===== src/rtl/sercom_mp_pkg.sv =====
package sercom_mp_pkg;
  localparam int OSR     = 16;
  localparam int TW      = $clog2(OSR);
  localparam int MAXD    = 9;
  localparam int FRAME_W = 1 + MAXD + 1 + 2;

  // parity bit that makes data plus parity even (odd when odd=1)
  function automatic logic par_bit(input logic [MAXD-1:0] d, input logic nine, input logic odd);
    par_bit = ^(nine ? d : {1'b0, d[7:0]}) ^ odd;
  endfunction
endpackage


===== src/rtl/sercom_mp_baud.sv =====
module sercom_mp_baud #(
  parameter int RW = 13
) (
  input  logic          clk,
  input  logic          rst_n,
  input  logic [RW-1:0] reload,
  input  logic          div3,
  output logic          tick
);
  logic [RW-1:0] cnt;
  logic [1:0]    pc;
  logic          wrap, plast;

  assign wrap  = (cnt == '0);
  assign plast = div3 ? (pc == 2'd2) : (pc == 2'd1);

  always_ff @(posedge clk or negedge rst_n) begin
    if (!rst_n) begin
      cnt  <= '0;
      pc   <= '0;
      tick <= 1'b0;
    end else begin
      tick <= 1'b0;
      if (wrap) begin
        cnt <= reload;
        if (plast) begin
          pc   <= '0;
          tick <= 1'b1;
        end else begin
          pc <= pc + 2'd1;
        end
      end else begin
        cnt <= cnt - 1'b1;
      end
    end
  end

  // prescaler divides by at least 2, so ticks never touch
  assert_tick_spacing_R1: assert property (@(posedge clk) disable iff (!rst_n)
    tick |=> !tick);
endmodule


===== src/rtl/sercom_mp_tx.sv =====
module sercom_mp_tx
  import sercom_mp_pkg::*;
(
  input  logic            clk,
  input  logic            rst_n,
  input  logic            tick,
  input  logic            nine,
  input  logic            par_en,
  input  logic            par_odd,
  input  logic            two_stop,
  input  logic            in_valid,
  input  logic [MAXD-1:0] in_data,
  output logic            in_ready,
  output logic            line,
  output logic            irq_empty,
  output logic            irq_last
);
  logic               hold_full, busy, load;
  logic [MAXD-1:0]    hold;
  logic [FRAME_W-1:0] sh, frame;
  logic [3:0]         nleft, flen, pos;
  logic [TW-1:0]      tcnt;

  always_comb begin
    frame    = '1;
    frame[0] = 1'b0;
    pos      = 4'd1;
    for (int i = 0; i < MAXD; i++) begin
      if (i < 8 || nine) begin
        frame[pos] = hold[i];
        pos        = pos + 4'd1;
      end
    end
    if (par_en) begin
      frame[pos] = par_bit(hold, nine, par_odd);
      pos        = pos + 4'd1;
    end
    flen = pos + 4'd1 + {3'b0, two_stop};
  end

  assign in_ready = !hold_full;
  assign load     = !busy && hold_full;
  assign line     = busy ? sh[0] : 1'b1;

  always_ff @(posedge clk or negedge rst_n) begin
    if (!rst_n) begin
      hold_full <= 1'b0;
      hold      <= '0;
      busy      <= 1'b0;
      sh        <= '1;
      nleft     <= '0;
      tcnt      <= '0;
      irq_empty <= 1'b0;
      irq_last  <= 1'b0;
    end else begin
      irq_empty <= 1'b0;
      irq_last  <= 1'b0;
      if (in_valid && in_ready) begin
        hold      <= in_data;
        hold_full <= 1'b1;
      end
      if (load) begin
        hold_full <= 1'b0;
        sh        <= frame;
        nleft     <= flen;
        tcnt      <= '0;
        busy      <= 1'b1;
        irq_empty <= 1'b1;
      end else if (busy && tick) begin
        tcnt <= tcnt + 1'b1;
        if (tcnt == TW'(OSR-1)) begin
          sh    <= {1'b1, sh[FRAME_W-1:1]};
          nleft <= nleft - 4'd1;
          if (nleft == 4'd2) irq_last <= 1'b1;
          if (nleft == 4'd1) busy <= 1'b0;
        end
      end
    end
  end

  assert_in_hold_R4: assert property (@(posedge clk) disable iff (!rst_n)
    in_valid && !in_ready |=> in_valid && $stable(in_data));
  assert_load_busy_R4: assert property (@(posedge clk) disable iff (!rst_n)
    irq_empty |=> busy);
  assert_last_stop_R5: assert property (@(posedge clk) disable iff (!rst_n)
    irq_last |-> line && busy);
endmodule


===== src/rtl/sercom_mp_rx.sv =====
module sercom_mp_rx
  import sercom_mp_pkg::*;
(
  input  logic            clk,
  input  logic            rst_n,
  input  logic            tick,
  input  logic            nine,
  input  logic            par_en,
  input  logic            par_odd,
  input  logic            addr_only,
  input  logic            line_in,
  output logic            out_valid,
  output logic [MAXD-1:0] out_data,
  input  logic            out_ready,
  output logic            irq_full,
  output logic            err_frame,
  output logic            err_par,
  output logic            err_ovr
);
  typedef enum logic {RX_IDLE, RX_RUN} rx_st_t;
  rx_st_t          st;
  logic            prev, s7, s8, pbit, maj, keep, par_bad;
  logic [TW-1:0]   tcnt;
  logic [3:0]      bidx, nd;
  logic [MAXD-1:0] data;

  assign nd      = nine ? 4'd9 : 4'd8;
  assign maj     = (s7 & s8) | (s7 & line_in) | (s8 & line_in);
  assign keep    = !(addr_only && nine && !data[8]);
  assign par_bad = par_en && (pbit != par_bit(data, nine, par_odd));

  always_ff @(posedge clk or negedge rst_n) begin
    if (!rst_n) begin
      st        <= RX_IDLE;
      prev      <= 1'b1;
      s7        <= 1'b1;
      s8        <= 1'b1;
      pbit      <= 1'b0;
      tcnt      <= '0;
      bidx      <= '0;
      data      <= '0;
      out_valid <= 1'b0;
      out_data  <= '0;
      irq_full  <= 1'b0;
      err_frame <= 1'b0;
      err_par   <= 1'b0;
      err_ovr   <= 1'b0;
    end else begin
      irq_full  <= 1'b0;
      err_frame <= 1'b0;
      err_par   <= 1'b0;
      err_ovr   <= 1'b0;
      prev      <= line_in;
      if (out_valid && out_ready) out_valid <= 1'b0;
      if (st == RX_IDLE) begin
        if (prev && !line_in) begin
          st   <= RX_RUN;
          tcnt <= '0;
          bidx <= '0;
          data <= '0;
        end
      end else if (tick) begin
        tcnt <= tcnt + 1'b1;
        if (tcnt == TW'(7)) s7 <= line_in;
        if (tcnt == TW'(8)) s8 <= line_in;
        if (tcnt == TW'(9)) begin
          if (bidx == 4'd0) begin
            if (maj) st <= RX_IDLE;
          end else if (bidx <= nd) begin
            data[bidx - 4'd1] <= maj;
          end else if (par_en && bidx == nd + 4'd1) begin
            pbit <= maj;
          end else begin
            st <= RX_IDLE;
            if (keep) begin
              err_frame <= !maj;
              err_par   <= par_bad;
              if (out_valid && !out_ready) begin
                err_ovr <= 1'b1;
              end else begin
                out_data  <= data;
                out_valid <= 1'b1;
                irq_full  <= 1'b1;
              end
            end
          end
        end
        if (tcnt == TW'(OSR-1)) bidx <= bidx + 4'd1;
      end
    end
  end

  assert_full_valid_R6: assert property (@(posedge clk) disable iff (!rst_n)
    irq_full |-> out_valid);
  assert_ovr_keep_R8: assert property (@(posedge clk) disable iff (!rst_n)
    err_ovr |-> out_valid && $stable(out_data));
  assert_ovr_excl_R8: assert property (@(posedge clk) disable iff (!rst_n)
    irq_full |-> !err_ovr);
endmodule


===== src/rtl/sercom_mp.sv =====
module sercom_mp
  import sercom_mp_pkg::*;
#(
  parameter int RELOAD_W = 13
) (
  input  logic                clk,
  input  logic                rst_n,
  input  logic [RELOAD_W-1:0] cfg_reload,
  input  logic                cfg_div3,
  input  logic                cfg_nine,
  input  logic                cfg_par_en,
  input  logic                cfg_par_odd,
  input  logic                cfg_two_stop,
  input  logic                cfg_addr_only,
  input  logic                cfg_loopback,
  input  logic                tx_valid,
  input  logic [MAXD-1:0]     tx_data,
  output logic                tx_ready,
  output logic                rx_valid,
  output logic [MAXD-1:0]     rx_data,
  input  logic                rx_ready,
  input  logic                rxd,
  output logic                txd,
  output logic                irq_tx_empty,
  output logic                irq_tx_last,
  output logic                irq_rx_full,
  output logic                irq_err,
  output logic                err_frame,
  output logic                err_parity,
  output logic                err_overrun
);
  logic tick, tx_line, rx_in;
  logic [1:0] rsync;

  always_ff @(posedge clk or negedge rst_n) begin
    if (!rst_n) rsync <= 2'b11;
    else        rsync <= {rsync[0], rxd};
  end

  assign rx_in   = cfg_loopback ? tx_line : rsync[1];
  assign txd     = cfg_loopback ? 1'b1 : tx_line;
  assign irq_err = err_frame | err_parity | err_overrun;

  sercom_mp_baud #(.RW(RELOAD_W)) u_baud (
    .clk(clk), .rst_n(rst_n), .reload(cfg_reload), .div3(cfg_div3), .tick(tick)
  );

  sercom_mp_tx u_tx (
    .clk(clk), .rst_n(rst_n), .tick(tick),
    .nine(cfg_nine), .par_en(cfg_par_en), .par_odd(cfg_par_odd), .two_stop(cfg_two_stop),
    .in_valid(tx_valid), .in_data(tx_data), .in_ready(tx_ready),
    .line(tx_line), .irq_empty(irq_tx_empty), .irq_last(irq_tx_last)
  );

  sercom_mp_rx u_rx (
    .clk(clk), .rst_n(rst_n), .tick(tick),
    .nine(cfg_nine), .par_en(cfg_par_en), .par_odd(cfg_par_odd), .addr_only(cfg_addr_only),
    .line_in(rx_in), .out_valid(rx_valid), .out_data(rx_data), .out_ready(rx_ready),
    .irq_full(irq_rx_full), .err_frame(err_frame), .err_par(err_parity), .err_ovr(err_overrun)
  );
endmodule


===== config.mk =====
export PLATFORM = sky130hd
export DESIGN_NAME = sercom_mp
export DESIGN_NICKNAME = d
export VERILOG_FILES = /design/src/rtl/sercom_mp_pkg.sv /design/src/rtl/sercom_mp_baud.sv /design/src/rtl/sercom_mp_tx.sv /design/src/rtl/sercom_mp_rx.sv /design/src/rtl/sercom_mp.sv
export SDC_FILE = /design/constraint.sdc
export NUM_CORES = 1
export LEC_CHECK = 0
export ABC_AREA = 1
export CAP_MARGIN = 5
export CORE_ASPECT_RATIO = 1.4
export CORE_MARGIN = 2
export CORE_UTILIZATION = 68
export CTS_CLUSTER_SIZE = 16
export DETAILED_ROUTE_END_ITERATION = 8
export DONT_BUFFER_PORTS = 1
export PLACE_DENSITY = 0.89
export RECOVER_POWER = 100
export SLEW_MARGIN = 25
export SYNTH_ARGS = -nofsm -noshare
export SYNTH_HDL_FRONTEND = slang
export SYNTH_SLANG_ARGS = --single-unit

===== constraint.sdc =====
create_clock -name clk -period 4.8 [get_ports clk]
set_input_delay 0.72 -clock clk [delete_from_list [all_inputs] [get_ports clk]]
set_output_delay 0.72 -clock clk [all_outputs]
set_load 0.02 [all_outputs]

Word level (Yosys, flattened, before mapping). Cells that the tools add are included.

Register bits after elaboration: 88. Bits in latches: 0. Memory bits (writable): 0. ROM bits: 0. Input bits: 34. Output and inout port bits: 19. Word-level logic and storage cells: 207. Memories kept: 0.

$add $sub $neg: 11. Multiply operators: 0. Div/mod/pow operators: 0. Magnitude comparators: 5. Equal/unequal tests: 16. Shift operators: 0. Mux-type cells: 99. Bitwise operators: 14. Reductions and logical operators: 36.

Operators with widths (number): 9-bit 2-to-1 mux (8); 1-bit 2-to-1 mux (67); 13-bit 2-to-1 mux (5); 4-bit 2-to-1 mux (12); 4-bit by 1-bit adder with 4-bit output (second input constant) (6); 9-bit parity (2); 4-bit equality test (second input constant) (4); 13-bit bitwise mux (1); 13-bit zero test (1); 13-bit by 1-bit subtractor with 13-bit output (second input constant) (1); 1-bit logical AND (12); 3-bit AND reduction (4); 4-bit by 5-bit less-than comparator with 1-bit output (second input constant) (2); 10-bit 2-to-1 mux (1); 2-bit nonzero test (5); 9-bit bitwise mux (1); 1-bit demux with 4-bit select (2); 4-bit by 1-bit >= comparator with 1-bit output (second input constant) (2); 2-bit != test (second input constant) (4); 8-bit AND reduction (1); 4-bit by 1-bit subtractor with 4-bit output (second input constant) (2); 1-bit zero test (6); 6-bit AND reduction (1); 1-bit inverter (5); 18 further kinds (26).

Longest topological paths before layout.
Word-level depth: 13. Depth in mapped cells: 13. Depth with buffers taken out: 13.

Cells and area by module. A second synthesis with hierarchy kept.

Cell total of the unflattened synthesis: 649. Area total of the unflattened synthesis: 4966.0 sq um.

By module, submodules not included: sercom_mp_rx (instances 1, cells each 295, area each 2132.0 sq um, seq. area each 904.6 sq um); sercom_mp_tx (instances 1, cells each 206, area each 1687.9 sq um, seq. area each 814.5 sq um); sercom_mp_baud (instances 1, cells each 138, area each 1061.0 sq um, seq. area each 400.4 sq um); sercom_mp (instances 1, cells each 10, area each 85.1 sq um, seq. area each 52.6 sq um).

Worst setup path before layout. OpenSTA, ideal clock, no wires.

Kind: input to register. Start: input cfg_nine. End: register u_rx.out_data[8]. Setup time: 0.121 ns. Data arrival time: 1.813 ns. Required time: 4.679 ns. Setup slack: 2.866 ns. Stages on the path: 8. Buffers on the path: 1. Cells stage by stage: ha_1 > o21ai_0 > nand2_1 > nor2_2 > nand4_1 > buf_2 > nand2_1 > o21ai_1.

Cells in the longest elaborated chain, start to end: 6. Elaborated cells on any way between the ends: 11. Classes of those cells: add/sub: 1; order compare: 1; eq/ne: 1; mux: 1; bitwise: 3; reduce/logical: 4.

Ends and longest elaborated chain: start: declaration (line sercom_mp.sv:10) `input logic cfg_nine,`; 1-bit 2-to-1 mux (line sercom_mp_rx.sv:27) `assign nd = nine ? 4'd9 : 4'd8;`; 4-bit by 1-bit adder with 4-bit output (line sercom_mp_rx.sv:71) `end else if (par_en && bidx == nd + 4'd1) begin`; 4-bit equality test (line sercom_mp_rx.sv:71); 1-bit logical AND (line sercom_mp_rx.sv:71); 1-bit inverter (no source line); 8-bit AND reduction (no source line) *; end signal: assignment (line sercom_mp_rx.sv:81) `out_data <= data;`; end: declaration (line sercom_mp_rx.sv:13) `output logic [MAXD-1:0] out_data,`.

Every way passes the cells marked *; elsewhere a longest branch is shown, timed or not. A chain may end at the register's enable or synchronous reset.

Worst setup path after layout.
Start: register u_baud.cnt[0]. End: register u_baud.cnt[0].

Cells in the longest elaborated chain, start to end: 2. Elaborated cells on any way between the ends: 3. Classes of those cells: add/sub: 1; mux: 1; reduce/logical: 1.

Ends and longest elaborated chain: start: declaration (line sercom_mp_baud.sv:10) `logic [RW-1:0] cnt;`; start signal: assignment (line sercom_mp_baud.sv:25) `cnt <= reload;`; start signal: assignment (line sercom_mp_baud.sv:33) `cnt <= cnt - 1'b1;`; 13-bit by 1-bit subtractor with 13-bit output or 13-bit zero test (tied branches) (line sercom_mp_baud.sv:33, sercom_mp_baud.sv:14); 13-bit 2-to-1 mux * (line sercom_mp_baud.sv:24) `if (wrap) begin`.

Marked as above.

==> results.tsv <==
metric	value	unit
syn_inst	536	
post_cts_resized	0	
finalSetupTns	0	ps
critical_path_arrival	2910	ps
syn-cell-area	4420	sq um
synth_warnings	0	
routed_wl	8.83	mm
path_max_fanout	20	
setup_viol	0	
max_stage_delay	820	ps
tritoncts	built	
clk_latency	370	ps
hold_class	primary input to async pin	
grt_overflow	0	
path_class	register to register	
die_h	99.4	microns
rows	34	
cp-end-kind	register	
first_iter_violations	254	
fp.dieW	72.1	microns
setup_ws	2170	ps
antenna_found_initial	0	
grt_util_all_layers	26.4	%
stdcell_count	614	
r2r_start	u_baud.cnt[0]$_DFF_PN0_	
cts.sinks	86	
wl_per_cell	14.4	microns
numCtsBuffers	9	
dp_cells	598	
postCtsHoldBufs	0	
io_pins	53	
period_share	54.8	%
finalHoldViolCount	0	
synth_area_per_cell	8.24	sq um
skew	9.02	ps
syn-num-nets	585	
fmax	380	MHz
grt_max_degree	87	
die-area	7170	sq um
relSlewSlack	27.7	%
final_net_count	586	
dpl.hpwl	6.35	mm
startpoint	u_baud.cnt[0]$_DFF_PN0_	
core-area	6250	sq um
dp_slack	2350	ps
grt_pass1_wl	14.8	mm
ys_ff_latch	86	
num_vias	3516	
rsz0062_at_grt	no	
stdcell_area	4620	sq um
status	complete, no violations	
cp_slowest_cell	or2_0	
total_power	1.72	mW
htreeDepth	3	
dr.pass1.iters	4	
clockBufferDepth	2	
grt_pass1_vias	3465	
utilization	73.8	%
slew_viol_final	0	
maxCapViolCount	0	
avgViaCountPerCell	5.73	
syn_to_final_growth	4.50	%
path_clk_slew	90	ps
crit_chain	inv_1, ha_1, nand3_1, nor3_1, nand2_2, or2_0, clkinvlp_2, o21ai_0	
drc	0	
hold_ws	35.5	ps
ant_nets	0	
synth_cell_types	40	
placed_area	4450	sq um
fin_crit	2630	ps
root_buffer	clkbuf_8	
vdd_ir_drop_max	0.000315	V
postCtsSetupRepairBufs	0	
start_util	70.6	%
drive_above_1_share	7.38	%
antenna_cells	0	
crit_path_start_kind	register	
seq_area_frac_synth	49.2	%
timing_worst_slew_pin_value	1080	ps
critical_path_required	5080	ps
routabilityCongestion	0.832	
cellLeakagePower	2.33	nW
p_per_area	373	nW/um^2
port_buffers	0	
==> logic make-up after synthesis <==
logic type,share of synthesized area (%)
muxes,0.482
xor gates and xnor gates,3.77
buffers and inverters,6.66
AOI/OAI and AO/OA,11.0
adders and majority gates,4.42
DFF,49.2
and+or+nand+nor,24.5
==> cell usage after synthesis (all sizes together) <==
master    n  area (sq um)
a211oi    2          20.0
a21oi    29           145
a31oi    11          68.8
buf       6          45.0
clkbuf    4          15.0
clkinv    2          12.5
dfrtp    70          1750
dfstp    16           420
fa        1          20.0
ha       14           175
inv      59           221
mux2      1          11.3
mux2i     1          10.0
nand2   156           591
nand3    26           135
nand3b    2          15.0
nand4     7          43.8
nor2     59           234
nor3      6          41.3
o21ai    30           158
o221ai    1          8.76
o22ai     1          6.26
o31ai    10          80.1
or2       2          15.0
or3       1          6.26
xnor2    10          87.6
xor2      9          78.8
==> critical path: cells and delay by family (launching register included) <==
kind,cells,cell delay [ps]
AOI/OAI and AO/OA,1,250
adders and majority gates,1,250
buffers and inverters,2,540
DFF,1,350
and+or+nand+nor,4,1150
==> metal layers <==
layer	GRT usage [%]	vias up	routed length, microns
met4	11.9	0	246
li1	-	1725	-
met3	5.78	20	426
met5	0	-	0
met2	45.9	103	4590
met1	30.5	1668	3570
==> flip-flops by register name (all words and copies together) (netlist names), 2 cells and up <==
| signal | flops |
|---|---|
| u_baud.pc | 2 |
| u_baud.cnt | 13 |
| u_rx.data | 9 |
| u_tx.hold | 9 |
| u_rx.out_data | 9 |
| u_tx.tcnt | 4 |
| u_tx.sh | 11 |
| u_rx.bidx | 4 |
| rsync | 2 |
| u_rx.tcnt | 4 |
| u_tx.nleft | 4 |
==> power breakdown <==
| part | internal (mW) | total (mW) | switching (mW) | leakage [nW] |
|---|---|---|---|---|
| Combinational | 0.116 | 0.320 | 0.204 | 1.19 |
| Clock | 0.257 | 0.522 | 0.266 | 0.0987 |
| Sequential | 0.803 | 0.878 | 0.0749 | 1.04 |
| Total | 1.18 | 1.72 | 0.544 | 2.33 |
==> final timing paths <==
check / endpoint / slack, ps / cells past startpoint
setup / recovery: u_baud.cnt[0]$_DFF_PN0_ / 2170 / 8
hold / removal: u_tx.nleft[0]$_DFFE_PN0P_ / 40 / 0
hold reg to reg: rsync[1]$_DFF_PN1_ / 360 / 0
min in group clk: rsync[0]$_DFF_PN1_ / 340 / 0
setup reg to reg: u_baud.cnt[0]$_DFF_PN0_ / 2170 / 8
max in group asynchronous: u_rx.s8$_DFFE_PN1P_ / 4520 / 0
==> placed cells by master, fill, tap and decap left out, types with 2 or more instances in the layout <==
| master | instances |
|---|---|
| o31ai_1 | 9 |
| inv_1 | 59 |
| xor2_1 | 9 |
| clkbuf_8 | 10 |
| nand4_1 | 7 |
| clkinv_4 | 3 |
| dfrtp_1 | 70 |
| nor3_1 | 6 |
| o21ai_0 | 30 |
| a21oi_1 | 29 |
| nor2_2 | 2 |
| nand2_1 | 155 |
| dfstp_2 | 16 |
| nor2_1 | 57 |
| ha_1 | 14 |
| xnor2_1 | 10 |
| nand3_1 | 26 |
| clkinvlp_4 | 2 |
| nand3b_1 | 2 |
| a31oi_1 | 11 |
==> final cells by class <==
type                            instances  area [sq um]
Sequential cell                        86          2170
Clock inverter                          6          71.3
Inverter                               61           230
Clock buffer                           10           138
Multi-Input combinational cell        379          1910
Tap cell                               72          90.1
Fill cell                             448          1640
Note: power is estimated with default switching activity, not from simulation.
